$ cat config.mk
export PLATFORM = sky130hd
export DESIGN_NAME = hotplug_regfile
export DESIGN_NICKNAME = d
export VERILOG_FILES = /design/src/rtl/hp_regs_pkg.sv /design/src/rtl/hp_reg_decode.sv /design/src/rtl/hp_slot_bank.sv /design/src/rtl/hp_sweep.sv /design/src/rtl/hotplug_regfile.sv
export SDC_FILE = /design/constraint.sdc
export NUM_CORES = 1
export LEC_CHECK = 0
export ABC_AREA = 1
export BUFFER_PORTS_ARGS = -buffer_cell sky130_fd_sc_hd__buf_4
export CAP_MARGIN = 10
export CORE_ASPECT_RATIO = 1.4
export CORE_MARGIN = 10
export CORE_UTILIZATION = 35
export CTS_CLUSTER_DIAMETER = 80
export DETAILED_ROUTE_END_ITERATION = 16
export PLACE_DENSITY = 0.57
export SYNTH_ARGS = -nofsm -noshare
export SYNTH_HDL_FRONTEND = slang
export SYNTH_SLANG_ARGS = --single-unit
$ cat constraint.sdc
create_clock -name clk -period 3.7 [get_ports clk]
set_clock_uncertainty 0.05 [all_clocks]
set_input_delay 0.74 -clock clk [delete_from_list [all_inputs] [get_ports clk]]
set_output_delay 0.74 -clock clk [all_outputs]
set_load 0.01 [all_outputs]
$ cat src/rtl/hp_regs_pkg.sv
package hp_regs_pkg;
  localparam int SLOTS  = 32;
  localparam int SLOT_W = 5;

  localparam int OFF_INS = 'h00;
  localparam int OFF_REM = 'h04;
  localparam int OFF_EJ  = 'h08;
  localparam int OFF_RMV = 'h0C;
  localparam int OFF_SEL = 'h10;
  localparam int OFF_IDX = 'h14;

  typedef enum logic [2:0] {
    REG_NONE,
    REG_INS,
    REG_REM,
    REG_EJ,
    REG_RMV,
    REG_SEL,
    REG_IDX
  } reg_id_e;

  // Position of the lowest set bit; MSB of the result set when v is zero.
  function automatic logic [SLOT_W:0] lowest_set(input logic [SLOTS-1:0] v);
    logic [SLOT_W:0] r;
    r = (SLOT_W+1)'(SLOTS);
    for (int i = SLOTS - 1; i >= 0; i--) begin
      if (v[i]) r = (SLOT_W+1)'(i);
    end
    return r;
  endfunction
endpackage

$ cat src/rtl/hp_reg_decode.sv
module hp_reg_decode
  import hp_regs_pkg::*;
#(
  parameter int ADDR_W = 5
) (
  input  logic              req_valid,
  input  logic [ADDR_W-1:0] req_addr,
  input  logic [3:0]        req_be,
  output logic              acc_ok,
  output reg_id_e           acc_reg
);
  always_comb begin
    acc_reg = REG_NONE;
    if      (req_addr == ADDR_W'(OFF_INS)) acc_reg = REG_INS;
    else if (req_addr == ADDR_W'(OFF_REM)) acc_reg = REG_REM;
    else if (req_addr == ADDR_W'(OFF_EJ))  acc_reg = REG_EJ;
    else if (req_addr == ADDR_W'(OFF_RMV)) acc_reg = REG_RMV;
    else if (req_addr == ADDR_W'(OFF_SEL)) acc_reg = REG_SEL;
    else if (req_addr == ADDR_W'(OFF_IDX)) acc_reg = REG_IDX;
  end

  assign acc_ok = req_valid && (req_be == 4'hF) && (acc_reg != REG_NONE);
endmodule

$ cat src/rtl/hp_slot_bank.sv
module hp_slot_bank
  import hp_regs_pkg::*;
#(
  parameter int NUM_BUSES = 4,
  parameter int BUS_W     = 2,
  localparam int TOT      = NUM_BUSES * SLOTS
) (
  input  logic              clk,
  input  logic              rst_n,
  input  logic [TOT-1:0]    plug_req,
  input  logic [TOT-1:0]    unplug_req,
  input  logic [TOT-1:0]    fixed_mask,
  input  logic              clr_en,
  input  logic [BUS_W-1:0]  clr_bus,
  input  logic [SLOT_W-1:0] clr_slot,
  input  logic              rdclr_en,
  input  logic [BUS_W-1:0]  rdclr_bus,
  input  logic              rmv_load,
  output logic [TOT-1:0]    ins_flat,
  output logic [TOT-1:0]    rem_flat,
  output logic [TOT-1:0]    rmv_flat
);
  for (genvar b = 0; b < NUM_BUSES; b++) begin : g_bus
    logic [SLOTS-1:0] ins_q, ins_d, rem_q, rem_d, rmv_q, rmv_d;
    logic [SLOTS-1:0] plug_s, unplug_s;
    logic             hit_clr, hit_rd, ins_en, rem_en;

    assign plug_s   = plug_req[b*SLOTS +: SLOTS];
    assign unplug_s = unplug_req[b*SLOTS +: SLOTS];
    assign hit_clr  = clr_en && (clr_bus == BUS_W'(b));
    assign hit_rd   = rdclr_en && (rdclr_bus == BUS_W'(b));
    assign ins_en   = hit_clr || hit_rd || (|plug_s);
    assign rem_en   = hit_clr || (|unplug_s);

    always_comb begin
      ins_d = ins_q;
      rem_d = rem_q;
      if (hit_clr) begin
        ins_d[clr_slot] = 1'b0;
        rem_d[clr_slot] = 1'b0;
      end
      if (hit_rd) ins_d = '0;
      ins_d = ins_d | plug_s;
      rem_d = rem_d | unplug_s;
      rmv_d = ~fixed_mask[b*SLOTS +: SLOTS];
    end

    always_ff @(posedge clk or negedge rst_n) begin
      if (!rst_n) begin
        ins_q <= '0;
        rem_q <= '0;
        rmv_q <= '0;
      end else begin
        if (ins_en)   ins_q <= ins_d;
        if (rem_en)   rem_q <= rem_d;
        if (rmv_load) rmv_q <= rmv_d;
      end
    end

    assign ins_flat[b*SLOTS +: SLOTS] = ins_q;
    assign rem_flat[b*SLOTS +: SLOTS] = rem_q;
    assign rmv_flat[b*SLOTS +: SLOTS] = rmv_q;
  end
endmodule

$ cat src/rtl/hp_sweep.sv
module hp_sweep
  import hp_regs_pkg::*;
#(
  parameter int NUM_BUSES = 4,
  parameter int BUS_W     = 2,
  localparam int TOT      = NUM_BUSES * SLOTS
) (
  input  logic              clk,
  input  logic              rst_n,
  input  logic              sweep_req,
  input  logic [TOT-1:0]    rem_flat,
  output logic              active,
  output logic              ej_en,
  output logic [BUS_W-1:0]  ej_bus,
  output logic [SLOT_W-1:0] ej_slot,
  output logic              rmv_load
);
  localparam logic [BUS_W-1:0] LAST = BUS_W'(NUM_BUSES - 1);

  logic             active_q, active_d;
  logic [BUS_W-1:0] ptr_q, ptr_d;
  logic [SLOTS-1:0] cur;
  logic [SLOT_W:0]  lb;
  logic             st_en;

  always_comb begin
    cur      = rem_flat[ptr_q*SLOTS +: SLOTS];
    lb       = lowest_set(cur);
    active_d = active_q;
    ptr_d    = ptr_q;
    ej_en    = 1'b0;
    rmv_load = 1'b0;
    if (active_q) begin
      if (!lb[SLOT_W]) begin
        ej_en = 1'b1;
      end else if (ptr_q == LAST) begin
        rmv_load = 1'b1;
        active_d = 1'b0;
      end else begin
        ptr_d = ptr_q + 1'b1;
      end
    end else if (sweep_req) begin
      active_d = 1'b1;
      ptr_d    = '0;
    end
  end

  assign st_en = active_q || sweep_req;

  always_ff @(posedge clk or negedge rst_n) begin
    if (!rst_n) begin
      active_q <= 1'b1;
      ptr_q    <= '0;
    end else if (st_en) begin
      active_q <= active_d;
      ptr_q    <= ptr_d;
    end
  end

  assign active  = active_q;
  assign ej_bus  = ptr_q;
  assign ej_slot = lb[SLOT_W-1:0];
endmodule

$ cat src/rtl/hotplug_regfile.sv
module hotplug_regfile
  import hp_regs_pkg::*;
#(
  parameter int NUM_BUSES = 4,
  parameter int IDX_W     = 14,
  localparam int BUS_W    = (NUM_BUSES > 1) ? $clog2(NUM_BUSES) : 1,
  localparam int TOT      = NUM_BUSES * SLOTS,
  localparam int ADDR_W   = 5
) (
  input  logic              clk,
  input  logic              rst_n,
  input  logic              legacy_mode,
  input  logic              sweep_req,
  input  logic              req_valid,
  input  logic              req_write,
  input  logic [ADDR_W-1:0] req_addr,
  input  logic [3:0]        req_be,
  input  logic [31:0]       req_wdata,
  output logic              rsp_valid,
  output logic [31:0]       rsp_rdata,
  input  logic [TOT-1:0]    plug_req,
  input  logic [TOT-1:0]    unplug_req,
  input  logic [TOT-1:0]    fixed_mask,
  output logic [BUS_W-1:0]  lkup_bus,
  output logic [SLOT_W-1:0] lkup_slot,
  input  logic [IDX_W-1:0]  lkup_index,
  output logic              irq,
  output logic              eject_valid,
  output logic [BUS_W-1:0]  eject_bus,
  output logic [SLOT_W-1:0] eject_slot
);
  logic              dec_ok;
  reg_id_e           acc_reg;
  logic              sweep_active, sw_ej, rmv_load;
  logic [BUS_W-1:0]  sw_bus;
  logic [SLOT_W-1:0] sw_slot;
  logic [TOT-1:0]    ins_flat, rem_flat, rmv_flat;

  logic              rd_acc, wr_acc, in_rng;
  logic [BUS_W-1:0]  cur_bus;
  logic [SLOT_W:0]   wr_bit;
  logic              reg_ej, rdclr_en, clr_en;
  logic [BUS_W-1:0]  clr_bus;
  logic [SLOT_W-1:0] clr_slot;

  logic [31:0]       sel_q, sel_d;
  logic              sel_en;
  logic [IDX_W-1:0]  idx_q, idx_d;
  logic              idx_en;
  logic              rsp_v_q;
  logic [31:0]       rsp_d_q, rsp_d_d;
  logic              rsp_en;
  logic              ej_v_q;
  logic [BUS_W-1:0]  ej_b_q;
  logic [SLOT_W-1:0] ej_s_q;

  hp_reg_decode #(.ADDR_W(ADDR_W)) u_dec (
    .req_valid (req_valid),
    .req_addr  (req_addr),
    .req_be    (req_be),
    .acc_ok    (dec_ok),
    .acc_reg   (acc_reg)
  );

  hp_sweep #(.NUM_BUSES(NUM_BUSES), .BUS_W(BUS_W)) u_sweep (
    .clk       (clk),
    .rst_n     (rst_n),
    .sweep_req (sweep_req),
    .rem_flat  (rem_flat),
    .active    (sweep_active),
    .ej_en     (sw_ej),
    .ej_bus    (sw_bus),
    .ej_slot   (sw_slot),
    .rmv_load  (rmv_load)
  );

  hp_slot_bank #(.NUM_BUSES(NUM_BUSES), .BUS_W(BUS_W)) u_bank (
    .clk        (clk),
    .rst_n      (rst_n),
    .plug_req   (plug_req),
    .unplug_req (unplug_req),
    .fixed_mask (fixed_mask),
    .clr_en     (clr_en),
    .clr_bus    (clr_bus),
    .clr_slot   (clr_slot),
    .rdclr_en   (rdclr_en),
    .rdclr_bus  (cur_bus),
    .rmv_load   (rmv_load),
    .ins_flat   (ins_flat),
    .rem_flat   (rem_flat),
    .rmv_flat   (rmv_flat)
  );

  // Access qualification and command decode
  always_comb begin
    rd_acc   = dec_ok && !sweep_active && !req_write;
    wr_acc   = dec_ok && !sweep_active && req_write;
    in_rng   = (sel_q < 32'(NUM_BUSES));
    cur_bus  = sel_q[BUS_W-1:0];
    wr_bit   = lowest_set(req_wdata);
    reg_ej   = wr_acc && (acc_reg == REG_EJ) && in_rng && !wr_bit[SLOT_W];
    rdclr_en = rd_acc && (acc_reg == REG_INS) && in_rng && !legacy_mode;
    clr_en   = reg_ej || sw_ej;
    clr_bus  = sw_ej ? sw_bus : cur_bus;
    clr_slot = sw_ej ? sw_slot : wr_bit[SLOT_W-1:0];
  end

  assign lkup_bus  = cur_bus;
  assign lkup_slot = wr_bit[SLOT_W-1:0];

  // Select and index latch next state
  always_comb begin
    sel_d  = legacy_mode ? '0 : req_wdata;
    sel_en = wr_acc && (acc_reg == REG_SEL);
    idx_d  = '0;
    idx_en = 1'b0;
    if (wr_acc) begin
      idx_en = 1'b1;
      if ((acc_reg == REG_IDX) && in_rng && !wr_bit[SLOT_W]) idx_d = lkup_index;
    end else if (rd_acc && (acc_reg == REG_IDX) && in_rng) begin
      idx_en = 1'b1;
    end
  end

  // Read data mux
  always_comb begin
    rsp_d_d = '0;
    if (rd_acc && in_rng) begin
      case (acc_reg)
        REG_INS: rsp_d_d = ins_flat[cur_bus*SLOTS +: SLOTS];
        REG_REM: rsp_d_d = rem_flat[cur_bus*SLOTS +: SLOTS];
        REG_RMV: rsp_d_d = rmv_flat[cur_bus*SLOTS +: SLOTS];
        REG_SEL: rsp_d_d = sel_q;
        REG_IDX: rsp_d_d = 32'(idx_q);
        default: rsp_d_d = '0;
      endcase
    end
    rsp_en = (req_valid && !req_write) || rsp_v_q;
  end

  always_ff @(posedge clk or negedge rst_n) begin
    if (!rst_n) begin
      sel_q   <= '0;
      idx_q   <= '0;
      rsp_v_q <= 1'b0;
      rsp_d_q <= '0;
      ej_v_q  <= 1'b0;
      ej_b_q  <= '0;
      ej_s_q  <= '0;
    end else begin
      if (sel_en) sel_q <= sel_d;
      if (idx_en) idx_q <= idx_d;
      if (rsp_en) begin
        rsp_v_q <= req_valid && !req_write;
        rsp_d_q <= rsp_d_d;
      end
      ej_v_q <= clr_en;
      if (clr_en) begin
        ej_b_q <= clr_bus;
        ej_s_q <= clr_slot;
      end
    end
  end

  assign rsp_valid   = rsp_v_q;
  assign rsp_rdata   = rsp_d_q;
  assign irq         = (|ins_flat) || (|rem_flat);
  assign eject_valid = ej_v_q;
  assign eject_bus   = ej_b_q;
  assign eject_slot  = ej_s_q;
endmodule

Word level (Yosys, flattened, before mapping). Cells that the tools add are included. W data, S select, Z words.

Logic and storage cells: 240. Input bits: 445. Register bits after elaboration: 474.

Multiplexer cells: 106. Bitwise logic cells: 21. Equality and inequality tests: 21. Add/subtract/negate cells: 1. Magnitude comparators: 3. Reductions and logical operators: 63. Shift operators: 4.

Operator list (count): $shiftx A128 B8 Y32 (4); $mux W32 (14); $mux W6 (64); $and A32 B32 Y32 (8); $or A32 B32 Y32 (8); $reduce_or A128 Y1 (2); $reduce_or A32 Y1 (8); $not A32 Y32 (5); $pmux W32 S5 (1); $lt A32 B3 Y1 const B (1); $mux W14 (2); $logic_and A1 B1 Y1 (27); $mux W3 (6); $logic_or A1 B1 Y1 (16); $mux W1 (12); $eq A2 B2 Y1 const B (5); $eq A5 B4 Y1 const B (2); $eq A5 B5 Y1 const B (2); $mux W2 (5); $eq A3 B3 Y1 const B (3); $eq A3 B2 Y1 const B (2); $lt A5 B6 Y1 const B (1); $demux W1 S5 (1); $eq A5 B3 Y1 const B (1); 13 further kinds (19).

Longest topological paths before layout.
Word-level depth: 45. Depth in mapped cells: 41. Gate-level depth less buffers: 39.

Cells and area by module. Synthesis repeated with hierarchy kept, for this count alone.

Cells, all modules: 3007. Area, all modules: 23817.8 µm².

Modules (own cells, without submodules): hp_slot_bank (instances 1, seq. area each 9609.2 µm², area an instance 14556.5 µm², cells an instance 1556); hotplug_regfile (instances 1, seq. area each 2177.1 µm², area an instance 7628.6 µm², cells an instance 1142); hp_sweep (instances 1, seq. area each 76.3 µm², area an instance 1551.5 µm², cells an instance 291); hp_reg_decode (instances 1, seq. area each 0.0 µm², area an instance 81.3 µm², cells an instance 18).

Worst setup path before layout. No wires, ideal clock.

Path kind: in2out. From: in req_wdata[31]. To: out lkup_slot[0]. Path slack: 0.519 ns. Buffers on the path: 0. Data arrival time: 2.391 ns. Stages on the path: 26. Cell sequence: inv_1 > o21ai_0 > a21oi_1 > o21ai_0 > nand2_1 > a21oi_1 > nor2_1 > o21ai_0 > nand2_1 > nand2_1 > nand2_1 > nand2_1 > nand2_1 > nand2_1 > nand2_1 > nand2_1 > nand2_1 > nand2_1 > nand2_1 > nand2_1 > nand2_1 > nand2_1 > nand2_1 > nand2_1 > nand2_1 > a21oi_1.

Cells in the longest elaborated chain, start to end: 32.

RTL lines: start, declared (RTL line hotplug_regfile.sv:18) `input logic [31:0] req_wdata,`; $mux W6 (32 in a row) (RTL line hp_regs_pkg.sv:27) `if (v[i]) r = (SLOT_W+1)'(i);`; end, declared (RTL line hotplug_regfile.sv:25) `output logic [SLOT_W-1:0] lkup_slot,`.

No other way between the ends.

Worst setup path in the final report.
From: reg u_bank.g_bus[0].rem_q[16]. To: out irq.

Cells in the longest elaborated chain, start to end: 2.

RTL lines: start, declared (RTL line hp_slot_bank.sv:24) `logic [SLOTS-1:0] ins_q, ins_d, rem_q, rem_d, rmv_q, rmv_d;`; start signal, assigned (RTL line hp_slot_bank.sv:55) `if (rem_en) rem_q <= rem_d;`; $reduce_or A128 Y1 (RTL line hotplug_regfile.sv:167) `assign irq = (|ins_flat) || (|rem_flat);`; $logic_or A1 B1 Y1 (RTL line hotplug_regfile.sv:167); end, declared (RTL line hotplug_regfile.sv:27) `output logic irq,`.

No other way between the ends.

==> impl_metrics.py <==
metrics = {
    "detailed_routing": {
        "num_vias": 26610,
        "routed_via_density": 5.399,
        "drt_iter0_markers": 2571,
        "drcViolationCount": 0,
        "final_antenna_net_count": 0,
        "dr.pass1.iters": 6,
        "wl_per_cell_um": 24.78,
        "drt_wl_total_um": 122100,
    },
    "floorplanning": {
        "die-area_um2": 83440,
        "rows": 116,
        "start_util": 0.3529,
        "die_w_um": 247.0,
        "core_um2": 71550,
        "io_pins": 494,
        "dieHeight_um": 337.8,
    },
    "finish": {
        "drive_above_1_share": 0.2287,
        "area_growth_pct": 33.45,
        "stdcell_area_um2": 33700,
        "layout_common_cells": "930 x nand2_1, 696 x buf_4, 471 x dfrtp_1",
        "final_common_cell": "nand2_1",
        "fin_nets": 4387,
    },
    "clock_tree": {
        "htree_levels": 2,
        "cts_tree": "done",
        "cts_buffer_depth": 3,
        "clock-sinks": 474,
        "cts_inserted_buffers": 51,
        "worstSkewPairLatency_ns": 0.62,
        "cts-hold-fix-buffers": 0,
        "root_buffer": "clkbuf_16",
        "cts.clk_slew.worst_paths_ns": 0.06,
    },
    "setup_path": {
        "timing.rr.start": "u_sweep.ej_bus[0]$_DFFE_PN0P_",
        "rrSetupSlack_ns": 0.12,
        "crit_required_ns": 2.91,
        "worst-path-buf-inv": 2,
        "cp.arrival_ns": 2.91,
        "max_stage_delay_ns": 0.49,
        "reg2reg_to": "u_bank.g_bus[2].ins_q[16]$_DFFE_PN0P_",
        "reg2reg_depth": 24,
        "crit_fanout": 5,
        "startpoint": "u_bank.g_bus[0].rem_q[16]$_DFFE_PN0P_",
        "start_kind": "flip-flop",
        "crit_end": "irq",
        "cp_top_family": "simple AND/OR/NAND/NOR gates",
        "cp_cell_sequence": "nor4_1 -> nand4_1 -> nor4_2 -> buf_4 -> nand4_1 -> buf_4",
        "cp-end-kind": "output pin",
        "worstSetupPathType": "reg2out",
        "cp_num_cells": 6,
        "critPathSlowestCell": "nor4_1",
    },
    "global_route": {
        "first_global_vias": 26100,
        "antenna_found_initial": 8,
        "grt_pass1_wl_um": 176400,
        "grt_usage": 0.2846,
        "grt_max_degree": 85,
        "overflow": 0,
    },
    "timing": {
        "rsz0062_at_grt": "yes",
        "hold_violations": 0,
        "slew_viol_final": 0,
        "slew_headroom": 0.4802,
        "fin_tns_setup_ns": -0.0004070,
        "setup_slack_ns": -0.0004070,
        "max_clock_freq_ghz": 0.2702,
        "post-route-period-util": 1.000,
        "final.min_clock_period_ns": 3.700,
        "tightestPinTransition_ns": 0.7797,
        "final-setup-viol-count": 1,
    },
    "power": {
        "vdd_drop_max_v": 0.0003194,
        "p_per_area_nw_per_um2": 418.2,
        "p_leak_nw": 17.12,
        "p_total_w": 0.01409,
    },
    "run_status": {
        "status": "finished, violations left",
        "violations": "setup timing",
    },
    "min_path": {
        "hp-class": "in2async",
    },
    "yosys": {
        "synth_cell_types": 46,
        "syn_avg_cell_area_um2": 7.597,
        "synth_fp_nets": 3770,
        "ys_ff_latch": 474,
        "synth_area_um2": 25250,
        "synth_warnings": 0,
        "yosysSeqAreaShare": 0.4698,
        "syn_inst": 3324,
    },
    "placed_design": {
        "place_area_um2": 31750,
        "gp_congestion": 0.9886,
        "dp_hpwl_um": 96210,
        "io_buffer_count": 493,
    },
    "run": {
        "cap_violations": 0,
    },
}
[flip-flops by register name, summed over array words and instances (netlist names)]
signal              flops
u_sweep.ej_bus          2
sel_q                  32
idx_q                  14
u_sweep.active          1
rsp_valid               1
u_bank.g_bus.rem_q    128
u_bank.g_bus.ins_q    128
u_bank.g_bus.rmv_q    128
rsp_rdata              32
eject_bus               2
eject_valid             1
eject_slot              5
[layer usage]
layer  global-route usage  part of all wire  vias to the layer above
li1                     -                 -                    12230
met1               0.3888              0.42                    12740
met2               0.4392              0.45                     1429
met3              0.05766             0.098                      203
met4               0.1026             0.037                       10
met5                    0           0.00062                        -
[repair_timing]
item	in CTS	in global routing
gates resized for setup	9	18
endpoints found under the hold margin	0	0
setup buffers	0	1
pin swaps	3	3
setup endpoints to repair	23	258
[cell usage after synthesis (all sizes together)]
library cell	count	area, um2
a221oi	15	131.4
dfstp	1	26.28
nor2	166	695.7
or2	17	106.4
nand4	116	807.0
nor4	78	488.0
nand3b	1	7.510
clkbuf	122	457.9
o311ai	1	8.760
a22oi	7	66.31
a211oi	6	45.04
o211ai	6	45.04
dfrtp	473	11840
o31ai	28	210.2
ha	1	12.51
nand3	162	810.8
o21a	1	7.510
a32o	10	100.1
or3	1	6.260
a22o	1	8.760
clkinv	3	11.26
a31oi	9	56.30
a311oi	1	8.760
a32oi	5	43.79
nand2	933	3505
buf	60	389.1
o21bai	87	653.1
o22ai	135	844.6
a21oi	79	395.4
nor3	9	45.04
o21ai	288	1445
o221ai	18	157.7
inv	484	1819
[area by class of cell]
type / instances / area (um2)
Clock buffer: 71 / 1474
Inverter: 487 / 1837
Tap cell: 944 / 1181
Sequential cell: 474 / 11870
Antenna cell: 1 / 2.502
Timing Repair Buffer: 746 / 6160
Fill cell: 7367 / 37860
Clock inverter: 24 / 376.6
Multi-Input combinational cell: 2181 / 10800
[report_power, final]
part / leakage (nW) / total (W) / internal, W / switching, W
clock network: 0.902 / 0.00574 / 0.00342 / 0.00231
logic: 11.6 / 0.00280 / 0.00116 / 0.00163
registers: 4.65 / 0.00556 / 0.00533 / 0.000225
[kinds of logic after synthesis]
logic type | count (synthesis) | synth area share
adders and majority gates | 1 | 0.0004954
AOI/OAI and AO/OA | 697 | 0.1674
and+or+nand+nor | 1483 | 0.2563
buffers and inverters | 669 | 0.1060
DFF | 474 | 0.4698
[per-stage QoR]
step	util	worst slack, ns	std cells	hold slack [ns]
4_1_cts	0.4700	0.01839	4926	0.1133
3_5_place_dp	0.4437	-0.1617	4831	0.4194
3_3_place_gp	0.4437	-0.2600	4831	0.4088
5_1_grt	0.4709	-0.2423	4928	0.1322
2_1_floorplan	-	0.5188	3324	0.3944
6_report	0.4709	-0.0004070	4928	0.08191
[worst min path at each step]
stage | from | endpoint | slack, ns | cells after the start
after floorplan | rst_n | eject_bus[0]$_DFFE_PN0P_ | 0.39 | 0
after global placement | u_bank.g_bus[1].rmv_q[18]$_DFFE_PN0P_ | u_bank.g_bus[1].rmv_q[18]$_DFFE_PN0P_ | 0.41 | 2
after detailed placement | u_bank.g_bus[1].rmv_q[8]$_DFFE_PN0P_ | u_bank.g_bus[1].rmv_q[8]$_DFFE_PN0P_ | 0.42 | 2
after CTS | rst_n | u_bank.g_bus[1].rmv_q[3]$_DFFE_PN0P_ | 0.11 | 1
after global routing | rst_n | u_bank.g_bus[1].rmv_q[3]$_DFFE_PN0P_ | 0.13 | 1
final | rst_n | u_bank.g_bus[1].rmv_q[3]$_DFFE_PN0P_ | 0.08 | 1
No activity file was read; power rests on OpenSTA's default activity.
